`config.mk`:
```
export PLATFORM = sky130hd
export DESIGN_NAME = muldiv_unit
export DESIGN_NICKNAME = d
export VERILOG_FILES = /design/src/rtl/muldiv_pkg.sv /design/src/rtl/muldiv_step.sv /design/src/rtl/muldiv_fixup.sv /design/src/rtl/muldiv_unit.sv
export SDC_FILE = /design/constraint.sdc
export NUM_CORES = 1
export LEC_CHECK = 0
export BUFFER_PORTS_ARGS = -buffer_cell sky130_fd_sc_hd__buf_2
export CAP_MARGIN = 30
export CORE_AREA = 2 2 195 197
export CTS_CLUSTER_DIAMETER = 60
export DETAILED_ROUTE_END_ITERATION = 16
export DIE_AREA = 0 0 197 199
export GPL_ROUTABILITY_DRIVEN = 0
export GPL_TIMING_DRIVEN = 0
export SLEW_MARGIN = 20
export SYNTH_ARGS = -nofsm -noshare
export SYNTH_HDL_FRONTEND = slang
export SYNTH_SLANG_ARGS = --single-unit
```
`constraint.sdc`:
```
create_clock -name clk -period 13 [get_ports clk]
set_clock_uncertainty 0.15 [all_clocks]
set_input_delay 1.3 -clock clk [delete_from_list [all_inputs] [get_ports clk]]
set_output_delay 1.3 -clock clk [all_outputs]
set_load 0.02 [all_outputs]
```
`src/rtl/muldiv_pkg.sv`:
```
package muldiv_pkg;

   typedef enum logic [1:0] {
      OP_MULS = 2'b00,
      OP_MULU = 2'b01,
      OP_DIVS = 2'b10,
      OP_DIVU = 2'b11
   } md_op_e;

   function automatic logic op_is_div(input logic [1:0] op);
      return op[1];
   endfunction

   function automatic logic op_is_signed(input logic [1:0] op);
      return ~op[0];
   endfunction

endpackage

```
`src/rtl/muldiv_step.sv`:
```
// One iteration of the shared datapath: shift-add multiply or restoring divide.
module muldiv_step #(
   parameter int WIDTH = 32
) (
   input  logic             is_div,
   input  logic [WIDTH-1:0] acc_hi,
   input  logic [WIDTH-1:0] acc_lo,
   input  logic [WIDTH-1:0] opnd,
   output logic [WIDTH-1:0] nxt_hi,
   output logic [WIDTH-1:0] nxt_lo
);
   localparam int EW = WIDTH + 1;

   logic [EW-1:0] add_sum;
   logic [EW-1:0] shifted;
   logic [EW-1:0] diff;
   logic          fits;

   always_comb begin
      add_sum = {1'b0, acc_hi} + (acc_lo[0] ? {1'b0, opnd} : {EW{1'b0}});
      shifted = {acc_hi, acc_lo[WIDTH-1]};
      diff    = shifted - {1'b0, opnd};
      fits    = (shifted >= {1'b0, opnd});
      if (!is_div) begin
         nxt_hi = add_sum[WIDTH:1];
         nxt_lo = {add_sum[0], acc_lo[WIDTH-1:1]};
      end else if (fits) begin
         nxt_hi = diff[WIDTH-1:0];
         nxt_lo = {acc_lo[WIDTH-2:0], 1'b1};
      end else begin
         nxt_hi = shifted[WIDTH-1:0];
         nxt_lo = {acc_lo[WIDTH-2:0], 1'b0};
      end
   end
endmodule

```
`src/rtl/muldiv_fixup.sv`:
```
// Sign correction applied to the unsigned core result before commit.
module muldiv_fixup #(
   parameter int WIDTH = 32
) (
   input  logic             is_div,
   input  logic             neg_quo,
   input  logic             neg_rem,
   input  logic             div_zero,
   input  logic [WIDTH-1:0] raw_hi,
   input  logic [WIDTH-1:0] raw_lo,
   output logic [WIDTH-1:0] res_hi,
   output logic [WIDTH-1:0] res_lo
);
   localparam int DW = 2 * WIDTH;

   logic [DW-1:0] prod;

   always_comb begin
      prod = {raw_hi, raw_lo};
      if (neg_quo) prod = -prod;
      if (!is_div) begin
         res_hi = prod[DW-1:WIDTH];
         res_lo = prod[WIDTH-1:0];
      end else begin
         res_lo = (neg_quo && !div_zero) ? -raw_lo : raw_lo;
         res_hi = neg_rem ? -raw_hi : raw_hi;
      end
   end
endmodule

```
`src/rtl/muldiv_unit.sv`:
```
module muldiv_unit
   import muldiv_pkg::*;
#(
   parameter int WIDTH = 32
) (
   input  logic             clk,
   input  logic             rst_n,
   input  logic             start_i,
   input  logic [1:0]       op_i,
   input  logic [WIDTH-1:0] a_i,
   input  logic [WIDTH-1:0] b_i,
   output logic             busy_o,
   output logic [WIDTH-1:0] hi_o,
   output logic [WIDTH-1:0] lo_o
);
   localparam int             CW   = $clog2(WIDTH);
   localparam logic [CW-1:0]  LAST = CW'(WIDTH - 1);

   generate
      if (WIDTH < 4 || (WIDTH & (WIDTH - 1)) != 0) begin : g_bad_width
         $error("muldiv_unit: WIDTH must be a power of two, at least 4");
      end
   endgenerate

   logic             busy_q;
   logic [CW-1:0]    cnt_q;
   logic             is_div_q, neg_quo_q, neg_rem_q, div_zero_q;
   logic [WIDTH-1:0] acc_hi_q, acc_lo_q, opnd_q;
   logic [WIDTH-1:0] hi_q, lo_q;

   logic             accept, finish;
   logic             in_signed, in_div, a_neg, b_neg;
   logic [WIDTH-1:0] a_mag, b_mag;
   logic [WIDTH-1:0] step_hi, step_lo, fin_hi, fin_lo;

   assign accept = start_i && !busy_q;
   assign finish = busy_q && (cnt_q == LAST);

   always_comb begin
      in_signed = op_is_signed(op_i);
      in_div    = op_is_div(op_i);
      a_neg     = in_signed && a_i[WIDTH-1];
      b_neg     = in_signed && b_i[WIDTH-1];
      a_mag     = a_neg ? -a_i : a_i;
      b_mag     = b_neg ? -b_i : b_i;
   end

   muldiv_step #(.WIDTH(WIDTH)) u_step (
      .is_div (is_div_q),
      .acc_hi (acc_hi_q),
      .acc_lo (acc_lo_q),
      .opnd   (opnd_q),
      .nxt_hi (step_hi),
      .nxt_lo (step_lo)
   );

   muldiv_fixup #(.WIDTH(WIDTH)) u_fix (
      .is_div   (is_div_q),
      .neg_quo  (neg_quo_q),
      .neg_rem  (neg_rem_q),
      .div_zero (div_zero_q),
      .raw_hi   (step_hi),
      .raw_lo   (step_lo),
      .res_hi   (fin_hi),
      .res_lo   (fin_lo)
   );

   always_ff @(posedge clk or negedge rst_n) begin
      if (!rst_n) begin
         busy_q     <= 1'b0;
         cnt_q      <= '0;
         is_div_q   <= 1'b0;
         neg_quo_q  <= 1'b0;
         neg_rem_q  <= 1'b0;
         div_zero_q <= 1'b0;
         acc_hi_q   <= '0;
         acc_lo_q   <= '0;
         opnd_q     <= '0;
      end else if (accept) begin
         busy_q     <= 1'b1;
         cnt_q      <= '0;
         is_div_q   <= in_div;
         neg_quo_q  <= a_neg ^ b_neg;
         neg_rem_q  <= a_neg;
         div_zero_q <= in_div && (b_i == '0);
         acc_hi_q   <= '0;
         acc_lo_q   <= in_div ? a_mag : b_mag;
         opnd_q     <= in_div ? b_mag : a_mag;
      end else if (busy_q) begin
         acc_hi_q <= step_hi;
         acc_lo_q <= step_lo;
         cnt_q    <= cnt_q + 1'b1;
         if (finish) busy_q <= 1'b0;
      end
   end

   always_ff @(posedge clk or negedge rst_n) begin
      if (!rst_n) begin
         hi_q <= '0;
         lo_q <= '0;
      end else if (finish) begin
         hi_q <= fin_hi;
         lo_q <= fin_lo;
      end
   end

   assign busy_o = busy_q;
   assign hi_o   = hi_q;
   assign lo_o   = lo_q;

   // an accepted start always raises busy
   a_r6_start_raises_busy : assert property (@(posedge clk) disable iff (!rst_n)
      (start_i && !busy_o) |=> busy_o);

   // iteration count begins at zero whenever busy rises
   a_r6_count_from_zero : assert property (@(posedge clk) disable iff (!rst_n)
      $rose(busy_o) |-> (cnt_q == '0));

   // final iteration ends the busy window
   a_r6_last_drops_busy : assert property (@(posedge clk) disable iff (!rst_n)
      (busy_o && cnt_q == LAST) |=> !busy_o);

   // result registers only move on the finishing edge
   a_r7_hold_results : assert property (@(posedge clk) disable iff (!rst_n)
      !(busy_o && cnt_q == LAST) |=> ($stable(hi_o) && $stable(lo_o)));

   // a start while busy does not restart the count
   a_r8_no_restart : assert property (@(posedge clk) disable iff (!rst_n)
      (start_i && busy_o && cnt_q != LAST) |=> (busy_o && cnt_q != '0));

   // divide by zero yields an all-ones quotient
   a_r5_div_zero_quo : assert property (@(posedge clk) disable iff (!rst_n)
      ($fell(busy_o) && is_div_q && div_zero_q) |-> (lo_o == '1));

endmodule

```
==> flow_metrics.tcl <==
set metrics [dict create \
    final_area_um2 18400 \
    post_route_cells_drive_above_1_share_pct 9.76 \
    antenna_found_initial 0 \
    hold_path_class "reg -> reg" \
    grt_start_max_net_pins 87 \
    routed_length_on_met1_mm 27.6 \
    setup_total_negative_slack_ns 0 \
    outcome "finished clean" \
    rsz_0062_raised_after_global_routing "no" \
    post-route-period-util_pct 47.5 \
    rows 71 \
    mostFrequentLayoutCell "nand2_1" \
    ant_nets 0 \
    timing.setup.critical_path_class "reg -> reg" \
    ctsRootBufferMaster "clkbuf_16" \
    cts_inserted_buffers 17 \
    slew_headroom_pct 29.3 \
    clock_sinks 170 \
    design.core.area_um2 37100 \
    start_util_pct 44.3 \
    total_of_buffers_placed_on_input_and_output_ports 132 \
    yosysWarningCount 0 \
    synthDominantAreaCellType "dfrtp_1" \
    yosysSeqAreaShare_pct 25.8 \
    detailroute.wirelength.met3_mm 4.41 \
    worst-slew-pin-transition_ns 1.06 \
    worstSetupEndpointType "flop" \
    placed_cells 2829 \
    timing.critical_path.slowest_cell_delay_ns 0.78 \
    postSynth.asyncResetShare_pct 100 \
    detailroute.via_count 17700 \
    ys_ff_latch 170 \
    post-synth-top-area-fraction_pct 25.8 \
    post_cts_resized 0 \
    die_w_um 197 \
    die_h_um 199 \
    number_of_cells_produced_by_synthesis 2222 \
    drv_slew 0 \
    hold-path-cell-count 2 \
    avgSynthCellArea_um2 7.41 \
    number_of_synthesized_flops_with_an_enable_pin 0 \
    detail_route.iter0.violations 1864 \
    finalNetCount 2516 \
    cts-root-to-sink-buffers 2 \
    reg2reg_setup_slack_ns 6.83 \
    crit_path_cell_trace "clkbuf_1, and2_1, ha_1, inv_1, fa_1, nand2b_1, a21oi_1, o2111ai_1, nand2_1, a21oi_1, xnor2_1, o22ai_1, nand3b_1, nor3b_1, a41oi_1, o22ai_1, xnor2_1, o21ai_1" \
    max_freq_mhz 162 \
    layout.area.seq_um2 4250 \
    path_clk_slew_ns 0.07 \
    area_occupied_by_multi_input_gates_um2 11300 \
    synthesis.area_um2 16500 \
    cts.repair_timing.setup_buffer_count 0 \
    stdcell_count 2862 \
    grt.overflow.total 0 \
    finish.utilization_pct 49.5 \
    final-hold-violation-count 0 \
    global_route.usage.total_pct 32.2 \
    post_synthesis_net_count 2363 \
    dpl.hpwl_mm 49.8 \
    setup_viol 0 \
    yosys.cell_types.count 92 \
    critical-path-slowest-cell "nor3b_1" \
    drt-total-wl_mm 63.2 \
    worst-path-max-fanout 10 \
    ys_dominant_reg_cell "dfrtp_1" \
    fillers 3814 \
    post-route-min-period_ns 6.17 \
    ratio_of_routed_vias_to_standard_cells 6.17 \
    highest-signal-layer "met4" \
    maxCapViolCount 0 \
    placed_cell_area_um2 17800 \
    layout-area-overhead-vs-synth_pct 11.5 \
    number_of_cells_on_the_worst_reg_to_reg_path 18 \
    grt_first_pass_wirelength_mm 96.8 \
    floorplan.die_area_um2 39200 \
    diodes 0 \
    cp_data_arrival_time_ns 6.35 \
    drt_drc_violations_left 0 \
    synth.area.top_cells "dfrtp_1, o21ai_0, nand2_1" \
    drt_first_pass_iters 6 \
    commonest_cells_after_routing_fill_and_taps_aside "nand2_1, o21ai_0, a21oi_1, nor2_1, dfrtp_1" \
    clock_insertion_delay_worst_skew_ns 0.46 \
    first_global_vias 16700 \
    timing.critical_path.from_type "flop" \
    met2_length_mm 28.1 \
    cts_tree "built" \
    wl_per_cell_um 22.1 \
    ctsHoldBuffers 0 \
    clock_tree.htree_level_count 4 \
    worst_ep_required_time_ns 13.18 \
    io_pins 134 \
]
[area by class of cell]
| type | count | share of cell area, % |
|---|---|---|
| repair buffers | 134 | 3.82 |
| multi-input cells | 1824 | 61.7 |
| flip-flops and latches | 170 | 23.2 |
| plain buffers | 159 | 3.41 |
| well taps | 474 | 3.23 |
| clock inverters | 13 | 0.831 |
| clock buffers | 19 | 2.47 |
| inverters | 69 | 1.41 |
[registers in the layout, indices dropped and copies added, names as in the netlist]
name,count
opnd_q,32
busy_o,1
neg_quo_q,1
lo_o,32
cnt_q,5
is_div_q,1
acc_hi_q,32
acc_lo_q,32
hi_o,32
neg_rem_q,1
div_zero_q,1
[per-stage QoR]
stage          hold slack (ns)  setup WS, ns
4_1_cts                  0.331          7.13
6_report                 0.327          6.83
3_5_place_dp             0.316          7.18
2_1_floorplan            0.313          8.66
5_1_grt                  0.356          6.60
3_3_place_gp             0.315          7.15
[routing by layer]
layer | vias to the layer above | track usage (%)
met5 | - | 0
met4 | 0 | 15.1
met3 | 159 | 3.70
met2 | 854 | 51.1
met1 | 8445 | 43.9
li1 | 8208 | -
[cells in the mapped netlist (22+ instances only)]
cell	number
buf_1	22
dfrtp_1	170
nor3_1	49
xor2_1	92
o21ai_1	34
a31oi_1	24
nor2_1	185
o21ai_0	236
nand3_1	43
clkbuf_1	121
a21oi_1	206
a211oi_1	36
nor2b_1	44
and2_1	38
inv_1	66
nand4_1	32
nand2_1	285
nand2b_1	24
a21o_1	24
ha_1	70
mux2i_1	40
xnor2_1	94
[logic make-up (layout without fill, tap and decap cells)]
family | Yosys count | after routing | share of synthesized area, %
flops | 170 | 170 | 25.8
xor+xnor | 186 | 186 | 9.89
mux | 51 | 51 | 3.18
compound gates | 719 | 719 | 26.9
simple gates | 796 | 796 | 23.2
fa+ha+maj | 72 | 72 | 5.56
buf+inv | 228 | 394 | 5.37
[worst max-delay path: cells and delay by family, from the launching register on]
family                   cells  cell delay, ns
AND/OR/NAND/NOR              5            1.76
XOR/XNOR                     2            0.34
AO/OA/AOI/OAI                7            2.15
buffers and inverters        2            0.55
adder cells (fa/ha/maj)      2            0.57
flip-flops                   1            0.51
[path summary, 6_finish.rpt]
path / startpoint / end
max: acc_lo_q[0] / hi_o[25]
min: lo_o[3] / lo_o[3]
max reg2reg: acc_lo_q[0] / hi_o[25]
min reg2reg: lo_o[3] / lo_o[3]
max in group asynchronous: rst_n / acc_lo_q[31]
min in group asynchronous: rst_n / acc_hi_q[14]
Power is left out: the tool's default activity adds up to more than one toggle a clock period on the data nets, which glitch-free logic cannot reach.
